[config.mk]
export PLATFORM = sky130hd
export DESIGN_NAME = dpot_cmd_decoder
export DESIGN_NICKNAME = d
export VERILOG_FILES = /design/src/rtl/dpot_pkg.sv /design/src/rtl/dpot_bus_sampler.sv /design/src/rtl/dpot_insn_decode.sv /design/src/rtl/dpot_tx_shift.sv /design/src/rtl/dpot_cmd_decoder.sv
export SDC_FILE = /design/constraint.sdc
export NUM_CORES = 1
export LEC_CHECK = 0
export CAP_MARGIN = 25
export CORE_AREA = 3 3 72 74
export CTS_BUF_LIST = sky130_fd_sc_hd__clkbuf_4 sky130_fd_sc_hd__clkbuf_8
export CTS_CLUSTER_SIZE = 24
export DETAILED_ROUTE_END_ITERATION = 6
export DIE_AREA = 0 0 75 77
export DONT_BUFFER_PORTS = 1
export PLACE_DENSITY = 0.86
export SETUP_SLACK_MARGIN = 0.2
export SLEW_MARGIN = 5
export SYNTH_ARGS = -nofsm -noshare
export SYNTH_HDL_FRONTEND = slang
export SYNTH_SLANG_ARGS = --single-unit
export TNS_END_PERCENT = 10
[constraint.sdc]
create_clock -name clk_i -period 2.28 [get_ports clk_i]
set_clock_uncertainty 0.1 [all_clocks]
set_input_delay 0.456 -clock clk_i [delete_from_list [all_inputs] [get_ports clk_i]]
set_output_delay 0.456 -clock clk_i [all_outputs]
set_load 0.005 [all_outputs]
[src/rtl/dpot_pkg.sv]
`timescale 1ns/1ps
package dpot_pkg;
  localparam int BYTE_W = 8;
  localparam int CNT_W  = $clog2(BYTE_W);

  localparam logic [3:0] OP_RD_WCR = 4'b1001;
  localparam logic [3:0] OP_WR_WCR = 4'b1010;
  localparam logic [3:0] OP_RD_DR  = 4'b1011;
  localparam logic [3:0] OP_WR_DR  = 4'b1100;
  localparam logic [3:0] OP_D2W    = 4'b1101;
  localparam logic [3:0] OP_W2D    = 4'b1110;
  localparam logic [3:0] OP_STEP   = 4'b0010;

  typedef enum logic [2:0] {
    CMD_NONE, CMD_RD_WCR, CMD_WR_WCR, CMD_RD_DR,
    CMD_WR_DR, CMD_D2W, CMD_W2D, CMD_STEP
  } cmd_e;

  typedef enum logic [3:0] {
    ST_IDLE, ST_ID, ST_ID_ACK, ST_INS, ST_INS_ACK, ST_WDATA,
    ST_WDATA_ACK, ST_RDATA, ST_RDATA_ACK, ST_STEP, ST_WAIT_STOP
  } st_e;
endpackage

[src/rtl/dpot_bus_sampler.sv]
`timescale 1ns/1ps
module dpot_bus_sampler #(
  parameter int SYNC_STAGES = 2
) (
  input  logic clk_i,
  input  logic rst_ni,
  input  logic scl_i,
  input  logic sda_i,
  output logic scl_o,
  output logic sda_o,
  output logic scl_rise_o,
  output logic scl_fall_o,
  output logic start_o,
  output logic stop_o
);
  logic [SYNC_STAGES-1:0] scl_pipe, sda_pipe;
  logic scl_q, sda_q;

  for (genvar i = 0; i < SYNC_STAGES; i++) begin : g_sync
    if (i == 0) begin : g_first
      always_ff @(posedge clk_i or negedge rst_ni) begin
        if (!rst_ni) begin
          scl_pipe[0] <= 1'b1;
          sda_pipe[0] <= 1'b1;
        end else begin
          scl_pipe[0] <= scl_i;
          sda_pipe[0] <= sda_i;
        end
      end
    end else begin : g_next
      always_ff @(posedge clk_i or negedge rst_ni) begin
        if (!rst_ni) begin
          scl_pipe[i] <= 1'b1;
          sda_pipe[i] <= 1'b1;
        end else begin
          scl_pipe[i] <= scl_pipe[i-1];
          sda_pipe[i] <= sda_pipe[i-1];
        end
      end
    end
  end

  always_ff @(posedge clk_i or negedge rst_ni) begin
    if (!rst_ni) begin
      scl_q <= 1'b1;
      sda_q <= 1'b1;
    end else begin
      scl_q <= scl_pipe[SYNC_STAGES-1];
      sda_q <= sda_pipe[SYNC_STAGES-1];
    end
  end

  assign scl_o      = scl_pipe[SYNC_STAGES-1];
  assign sda_o      = sda_pipe[SYNC_STAGES-1];
  assign scl_rise_o = scl_o & ~scl_q;
  assign scl_fall_o = ~scl_o & scl_q;
  assign start_o    = scl_o & scl_q & sda_q & ~sda_o;
  assign stop_o     = scl_o & scl_q & ~sda_q & sda_o;
endmodule

[src/rtl/dpot_insn_decode.sv]
`timescale 1ns/1ps
module dpot_insn_decode
  import dpot_pkg::*;
(
  input  logic [BYTE_W-1:0] insn_i,
  output cmd_e              cmd_o,
  output logic              valid_o
);
  logic wiper_cmd;

  always_comb begin
    cmd_o     = CMD_NONE;
    wiper_cmd = 1'b0;
    unique case (insn_i[7:4])
      OP_RD_WCR: begin cmd_o = CMD_RD_WCR; wiper_cmd = 1'b1; end
      OP_WR_WCR: begin cmd_o = CMD_WR_WCR; wiper_cmd = 1'b1; end
      OP_RD_DR:  cmd_o = CMD_RD_DR;
      OP_WR_DR:  cmd_o = CMD_WR_DR;
      OP_D2W:    begin cmd_o = CMD_D2W; wiper_cmd = 1'b1; end
      OP_W2D:    begin cmd_o = CMD_W2D; wiper_cmd = 1'b1; end
      OP_STEP:   begin cmd_o = CMD_STEP; wiper_cmd = 1'b1; end
      default:   cmd_o = CMD_NONE;
    endcase
    valid_o = (cmd_o != CMD_NONE) && (!wiper_cmd || insn_i[1:0] == 2'b00);
  end
endmodule

[src/rtl/dpot_tx_shift.sv]
`timescale 1ns/1ps
module dpot_tx_shift #(
  parameter int WIDTH = 8
) (
  input  logic             clk_i,
  input  logic             rst_ni,
  input  logic             load_i,
  input  logic [WIDTH-1:0] data_i,
  input  logic             shift_i,
  output logic             msb_o
);
  logic [WIDTH-1:0] sh_q;

  always_ff @(posedge clk_i or negedge rst_ni) begin
    if (!rst_ni)      sh_q <= '1;
    else if (load_i)  sh_q <= data_i;
    else if (shift_i) sh_q <= {sh_q[WIDTH-2:0], 1'b1};
  end

  assign msb_o = sh_q[WIDTH-1];
endmodule

[src/rtl/dpot_cmd_decoder.sv]
`timescale 1ns/1ps
module dpot_cmd_decoder
  import dpot_pkg::*;
#(
  parameter int          SYNC_STAGES = 2,
  parameter logic [3:0]  DEV_CODE    = 4'b0101
) (
  input  logic              clk_i,
  input  logic              rst_ni,
  input  logic              scl_i,
  input  logic              sda_i,
  input  logic [2:0]        dev_addr_i,
  input  logic [BYTE_W-1:0] rd_data_i,
  output logic              sda_oe_o,
  output logic              wcr_rd_o,
  output logic              wcr_wr_o,
  output logic              dr_rd_o,
  output logic              dr_wr_o,
  output logic              xfr_dr_to_wcr_o,
  output logic              xfr_wcr_to_dr_o,
  output logic              step_mode_o,
  output logic              step_up_o,
  output logic              step_down_o,
  output logic [BYTE_W-1:0] wr_data_o,
  output logic [1:0]        reg_sel_o,
  output logic [1:0]        bank_sel_o
);
  localparam logic [CNT_W-1:0] LAST_BIT = CNT_W'(BYTE_W - 1);

  logic scl_s, sda_s, scl_rise, scl_fall, start_det, stop_det;
  st_e  state_q;
  logic [CNT_W-1:0]  bit_cnt_q;
  logic [BYTE_W-1:0] rx_sh_q, rx_byte;
  logic ack_on_q, step_dir_q, tx_msb, tx_load, tx_shift;
  logic id_ok, dec_valid;
  cmd_e cmd_q, dec_cmd;

  dpot_bus_sampler #(.SYNC_STAGES(SYNC_STAGES)) u_sampler (
    .clk_i, .rst_ni, .scl_i, .sda_i,
    .scl_o(scl_s), .sda_o(sda_s), .scl_rise_o(scl_rise),
    .scl_fall_o(scl_fall), .start_o(start_det), .stop_o(stop_det)
  );

  assign rx_byte = {rx_sh_q[BYTE_W-2:0], sda_s};
  assign id_ok   = (rx_byte[7:4] == DEV_CODE) && !rx_byte[3] &&
                   (rx_byte[2:0] == dev_addr_i);

  dpot_insn_decode u_decode (.insn_i(rx_byte), .cmd_o(dec_cmd), .valid_o(dec_valid));

  // read byte is captured when the instruction acknowledge ends
  assign tx_load  = (state_q == ST_INS_ACK) && scl_fall && ack_on_q &&
                    (cmd_q == CMD_RD_WCR || cmd_q == CMD_RD_DR);
  assign tx_shift = (state_q == ST_RDATA) && scl_fall;

  dpot_tx_shift #(.WIDTH(BYTE_W)) u_tx (
    .clk_i, .rst_ni, .load_i(tx_load), .data_i(rd_data_i),
    .shift_i(tx_shift), .msb_o(tx_msb)
  );

  always_ff @(posedge clk_i or negedge rst_ni) begin
    if (!rst_ni) begin
      state_q         <= ST_IDLE;
      bit_cnt_q       <= '0;
      rx_sh_q         <= '0;
      ack_on_q        <= 1'b0;
      step_dir_q      <= 1'b0;
      cmd_q           <= CMD_NONE;
      wcr_rd_o        <= 1'b0;
      wcr_wr_o        <= 1'b0;
      dr_rd_o         <= 1'b0;
      dr_wr_o         <= 1'b0;
      xfr_dr_to_wcr_o <= 1'b0;
      xfr_wcr_to_dr_o <= 1'b0;
      step_up_o       <= 1'b0;
      step_down_o     <= 1'b0;
      wr_data_o       <= '0;
      reg_sel_o       <= '0;
      bank_sel_o      <= '0;
    end else begin
      wcr_rd_o        <= 1'b0;
      wcr_wr_o        <= 1'b0;
      dr_rd_o         <= 1'b0;
      dr_wr_o         <= 1'b0;
      xfr_dr_to_wcr_o <= 1'b0;
      xfr_wcr_to_dr_o <= 1'b0;
      step_up_o       <= 1'b0;
      step_down_o     <= 1'b0;
      if (start_det) begin
        state_q   <= ST_ID;
        bit_cnt_q <= '0;
        ack_on_q  <= 1'b0;
      end else if (stop_det) begin
        state_q  <= ST_IDLE;
        ack_on_q <= 1'b0;
      end else begin
        unique case (state_q)
          ST_ID: if (scl_rise) begin
            rx_sh_q   <= rx_byte;
            bit_cnt_q <= bit_cnt_q + 1'b1;
            if (bit_cnt_q == LAST_BIT) state_q <= id_ok ? ST_ID_ACK : ST_WAIT_STOP;
          end
          ST_ID_ACK: if (scl_fall) begin
            ack_on_q <= !ack_on_q;
            if (ack_on_q) state_q <= ST_INS;
          end
          ST_INS: if (scl_rise) begin
            rx_sh_q   <= rx_byte;
            bit_cnt_q <= bit_cnt_q + 1'b1;
            if (bit_cnt_q == LAST_BIT) begin
              if (dec_valid) begin
                state_q    <= ST_INS_ACK;
                cmd_q      <= dec_cmd;
                reg_sel_o  <= rx_byte[3:2];
                bank_sel_o <= rx_byte[1:0];
                wcr_rd_o   <= (dec_cmd == CMD_RD_WCR);
                dr_rd_o    <= (dec_cmd == CMD_RD_DR);
              end else begin
                state_q <= ST_WAIT_STOP;
              end
            end
          end
          ST_INS_ACK: if (scl_fall) begin
            ack_on_q <= !ack_on_q;
            if (ack_on_q) begin
              unique case (cmd_q)
                CMD_WR_WCR, CMD_WR_DR: state_q <= ST_WDATA;
                CMD_RD_WCR, CMD_RD_DR: state_q <= ST_RDATA;
                CMD_D2W: begin xfr_dr_to_wcr_o <= 1'b1; state_q <= ST_WAIT_STOP; end
                CMD_W2D: begin xfr_wcr_to_dr_o <= 1'b1; state_q <= ST_WAIT_STOP; end
                CMD_STEP: state_q <= ST_STEP;
                default:  state_q <= ST_WAIT_STOP;
              endcase
            end
          end
          ST_WDATA: if (scl_rise) begin
            rx_sh_q   <= rx_byte;
            bit_cnt_q <= bit_cnt_q + 1'b1;
            if (bit_cnt_q == LAST_BIT) begin
              wr_data_o <= rx_byte;
              state_q   <= ST_WDATA_ACK;
            end
          end
          ST_WDATA_ACK: if (scl_fall) begin
            ack_on_q <= !ack_on_q;
            if (ack_on_q) begin
              wcr_wr_o <= (cmd_q == CMD_WR_WCR);
              dr_wr_o  <= (cmd_q == CMD_WR_DR);
              state_q  <= ST_WAIT_STOP;
            end
          end
          ST_RDATA: if (scl_fall) begin
            bit_cnt_q <= bit_cnt_q + 1'b1;
            if (bit_cnt_q == LAST_BIT) state_q <= ST_RDATA_ACK;
          end
          ST_RDATA_ACK: if (scl_fall) state_q <= ST_WAIT_STOP;
          ST_STEP: begin
            if (scl_rise) step_dir_q <= sda_s;
            if (scl_fall) begin
              step_up_o   <= step_dir_q;
              step_down_o <= !step_dir_q;
            end
          end
          default: ;
        endcase
      end
    end
  end

  assign sda_oe_o    = ack_on_q | ((state_q == ST_RDATA) & ~tx_msb);
  assign step_mode_o = (state_q == ST_STEP);
endmodule

==> PnR_summary.wiki <==
{| class="wikitable"
! Metric !! Value
|-
| Area taken by flip-flops and latches || 0.00135 mm2
|-
| Count of vias placed by the detailed router || 1917
|-
| Count of boundary I/O pins || 37
|-
| CTS Root Buffer Type || sky130_fd_sc_hd__clkbuf_8
|-
| Number of diodes || 0
|-
| TritonCTS clock tree || built
|-
| Synth Net Count || 260
|-
| Clock-pin transition on the worst setup and hold timing paths || 0.09 ns
|-
| Worst setup EP type || flop
|-
| Register-to-register setup slack || roughly 0.23 ns
|-
| Die span in y || 77 um
|-
| Via-per-instance ratio || approximately 6.1
|-
| IO buf count || 0
|-
| Final number of setup-violating endpoints || 0
|-
| Last weighted congestion value of the routability-driven placer || 0.878
|-
| Cells after synthesis || roughly 240
|-
| Overflow left after global routing || 0
|-
| Final hold violations || 0
|-
| Portion of the clock cycle consumed by the worst path in the final layout || 89.8%
|-
| TritonCTS buffer count || 5
|-
| Total wirelength of the detailed-routed design || 5.43 mm
|-
| Top cells by area in the synthesized netlist || sky130_fd_sc_hd__dfrtp_1 37%, sky130_fd_sc_hd__dfstp_2 14%, sky130_fd_sc_hd__mux2_2 7.2%, sky130_fd_sc_hd__mux2i_1 5.3%, sky130_fd_sc_hd__nor2_1 3.7%
|-
| Count of standard-cell rows || 25
|-
| Proportion of netlist area held by the largest area contributor || 36.8%
|-
| Class of the tightest hold or removal check || in2reg
|-
| Reg2reg end || reg_sel_o[1]
|-
| Critical Path Start Type || flop
|-
| Number of synthesized flops with an enable pin || 0
|-
| Routed met3 length || 341 um
|-
| Biggest area consumer among synthesized cells || sky130_fd_sc_hd__dfrtp_1
|-
| Placeable core region || 0.00466 mm2
|-
| Number of buffers and inverters on the critical path || 1
|-
| Source of the critical timing path || bit_cnt_q[1]
|-
| Async set or reset register ratio after synthesis || 100%
|-
| Required time worst endpoint || 2.38 ns
|-
| Mean instance size in the synthesized netlist || roughly 11 um2
|-
| Start-to-end type of the worst setup path || reg2reg
|-
| H-tree depth || 2
|-
| Worst setup slack before clock tree synthesis || ~0.11 ns
|-
| Transition time at the pin with the least slew margin || 0.345 ns
|-
| Critical path's largest stage delay || 0.38 ns
|-
| Unique cell type count in the Yosys netlist || 48
|-
| Startpoint of the worst-slack reg-to-reg timing path || bit_cnt_q[1]
|-
| Vias in the first global route || 1837
|-
| Flip-flop cell with the highest count after synthesis || sky130_fd_sc_hd__dfrtp_1
|-
| PwrDens || approximately 1000 mW/mm2
|-
| Met1 wire length || 2.29 mm
|-
| VDD IR-drop max || 0.000448 V
|-
| Number of cell instances on the worst register-to-register path || 7
|-
| Max_cap viols || 0
|-
| Clock Latency Late Sink || 0.31 ns
|-
| Highest metal layer with signal wires || met4
|-
| CTS Buffer Depth || 2
|-
| Detailed-route DRC error count || 0
|-
| Finished Core Util || 63.7%
|-
| Levels on crit path || 7
|-
| Global-route wire length before repair || between 8 and 9 mm
|-
| Area of the die || ~0.0058 mm2
|-
| DR WL/cell || about 17 um
|-
| Top-count cell post-synth || sky130_fd_sc_hd__dfrtp_1
|-
| Setup slack after layout || between 0.2 and 0.25 ns
|-
| Pin count of the biggest net entering global routing || 54
|-
| Critical Path End || reg_sel_o[1]
|-
| Final net count || 275
|-
| Headroom to the max-slew limit || about three quarters
|-
| Die X || 75 um
|-
| Unrepaired setup endpoints after global routing || true
|-
| Shortest clock period the worst path allows after layout || approximately 2 ns
|-
| Number of antenna violations at the first check in global routing || 0
|-
| Area occupied by multi-input gates || 0.00124 mm2
|-
| Detail Placement HPWL || ~3.6 mm
|-
| Crit-path cells || ha_2, ha_4, nand2b_4, or3_4, a211oi_4, buf_6, mux2_4
|-
| Number of synthesized register bits || 53
|-
| Commonest cells in the netlist || 39 x sky130_fd_sc_hd__dfrtp_1, 26 x sky130_fd_sc_hd__nor2_1, 20 x sky130_fd_sc_hd__nand2_1
|-
| Hold Worst Slack || 0.0369 ns
|-
| Starting density of the core || about 57%
|-
| Worst endpoint data arrival time || 2.14 ns
|-
| Filler Cells Inserted || 340
|-
| Total track usage || between 10% and 20%
|-
| Violation count after the first detailed-routing iteration || about 210
|-
| Leakage power of the design || 1.24 nW
|-
| Aggregate negative setup slack || 0 ns
|-
| Post-Synthesis Cell Area || 0.00265 mm2
|-
| Sequential fraction of the synthesis area || 50.7%
|-
| Maximum fanout along the worst path || 5
|-
| Yosys Warn Count || 0
|-
| Sink count of the clock tree || 53
|-
| Post-synthesis to final-layout area growth || 12.0%
|-
| Sum of met2 wire segment lengths after detailed routing || 2.66 mm
|-
| Standard cell with the maximum stage delay on the critical path || sky130_fd_sc_hd__or3_4
|-
| Largest delay contributor family on the critical path || simple AND/OR/NAND/NOR gates
|-
| Status || finished clean
|-
| Antenna-violating nets left || 0
|-
| Count of final max-slew check failures || 0
|-
| First-pass DRT Iterations || 5
|-
| Share of cells above drive strength 1 || 32.0%
|-
| Upper clock frequency limit || 488 MHz
|}
-- worst min-delay path by stage --
stage / from / end / slack [ns] / cells past startpoint
3_5_place_dp: rst_ni / step_down_o / 0.06 / 0
5_1_grt: sda_i / u_sampler.sda_pipe[0] / 0.02 / 0
4_1_cts: sda_i / u_sampler.sda_pipe[0] / 0.03 / 0
6_report: sda_i / u_sampler.sda_pipe[0] / 0.04 / 0
2_1_floorplan: rst_ni / ack_on_q / 0.06 / 0
3_3_place_gp: rst_ni / step_dir_q / 0.06 / 0
-- kinds of logic after synthesis --
group / Yosys count / synth area share, %
simple gates: 85 / 16.0
fa+ha+maj: 2 / 0.943
xor+xnor: 6 / 1.98
buf+inv: 18 / 3.91
mux: 35 / 14.8
flops: 53 / 50.7
compound gates: 44 / 11.7
-- worst reg2reg max path: cells and delay by family (launching register included) --
family,cells,cell delay [ns]
flops,1,0.36
fa+ha+maj,2,0.35
buf+inv,1,0.17
mux,1,0.30
compound gates,1,0.21
simple gates,2,0.45
-- report_power, final --
group | internal, W | total (W) | switching [W] | leakage, nW
Sequential | 0.00121 | 0.00150 | 0.000292 | 0.659
Combinational | 0.000469 | 0.000911 | 0.000442 | 0.530
Clock | 0.000252 | 0.000565 | 0.000312 | 0.0518
Total | 0.00193 | 0.00298 | 0.00105 | 1.24
-- registers in the layout, indices dropped and copies added, names as in the netlist, 2 cells and up --
name,cells
bank_sel_o,2
wr_data_o,8
u_tx.sh_q,8
bit_cnt_q,3
state_q,4
reg_sel_o,2
cmd_q,3
rx_sh_q,7
-- per-stage QoR --
stage	cell area, um2	cells	total power [W]
2_1_floorplan	2650	243	0.00209
3_3_place_gp	2730	296	0.00224
3_5_place_dp	2730	296	0.00229
4_1_cts	2880	308	0.00287
5_1_grt	2970	313	0.00317
6_report	2970	313	0.00298
-- metal layers --
| metal | vias up | track usage [%] |
|---|---|---|
| li1 | 891 | - |
| met1 | 925 | 27.0 |
| met2 | 83 | 30.7 |
| met3 | 18 | 4.33 |
| met4 | 0 | 6.05 |
| met5 | - | 0 |
-- area by class of cell --
type / count / share of cell area, %
Timing Repair Buffer: 22 / 6.44
Clock buffer: 6 / 2.78
Inverter: 4 / 0.505
Tap cell: 54 / 2.27
Clock inverter: 2 / 0.590
Multi-Input combinational cell: 172 / 41.9
Sequential cell: 53 / 45.5
-- repair_timing --
| action | 4_1_cts | 5_1_grt |
|---|---|---|
| setup endpoints to repair | 9 | 22 |
| setup buffers | 2 | 5 |
| pin swaps | 1 | 2 |
| gates cloned | 0 | 0 |
| hold buffers | 2 | 0 |
| hold endpoints to repair | 53 | 0 |
| resized for setup | 0 | 14 |
-- cells in the final DEF (no fill, tap or decap), types with 5 or more instances in the layout --
master / Yosys / routed
sky130_fd_sc_hd__o221ai_1: 5 / 5
sky130_fd_sc_hd__mux2i_1: 14 / 14
sky130_fd_sc_hd__nand2_1: 20 / 20
sky130_fd_sc_hd__nor2_1: 26 / 26
sky130_fd_sc_hd__nor2b_1: 5 / 5
sky130_fd_sc_hd__xnor2_1: 6 / 6
sky130_fd_sc_hd__dfrtp_1: 39 / 33
sky130_fd_sc_hd__clkbuf_8: 0 / 6
sky130_fd_sc_hd__dfrtp_2: 0 / 6
sky130_fd_sc_hd__nand2b_1: 8 / 7
sky130_fd_sc_hd__a21oi_1: 14 / 14
sky130_fd_sc_hd__buf_4: 5 / 19
sky130_fd_sc_hd__o21ai_0: 7 / 7
sky130_fd_sc_hd__mux2_2: 17 / 17
sky130_fd_sc_hd__dfstp_2: 14 / 14
Power figures use the tool's default switching activity.
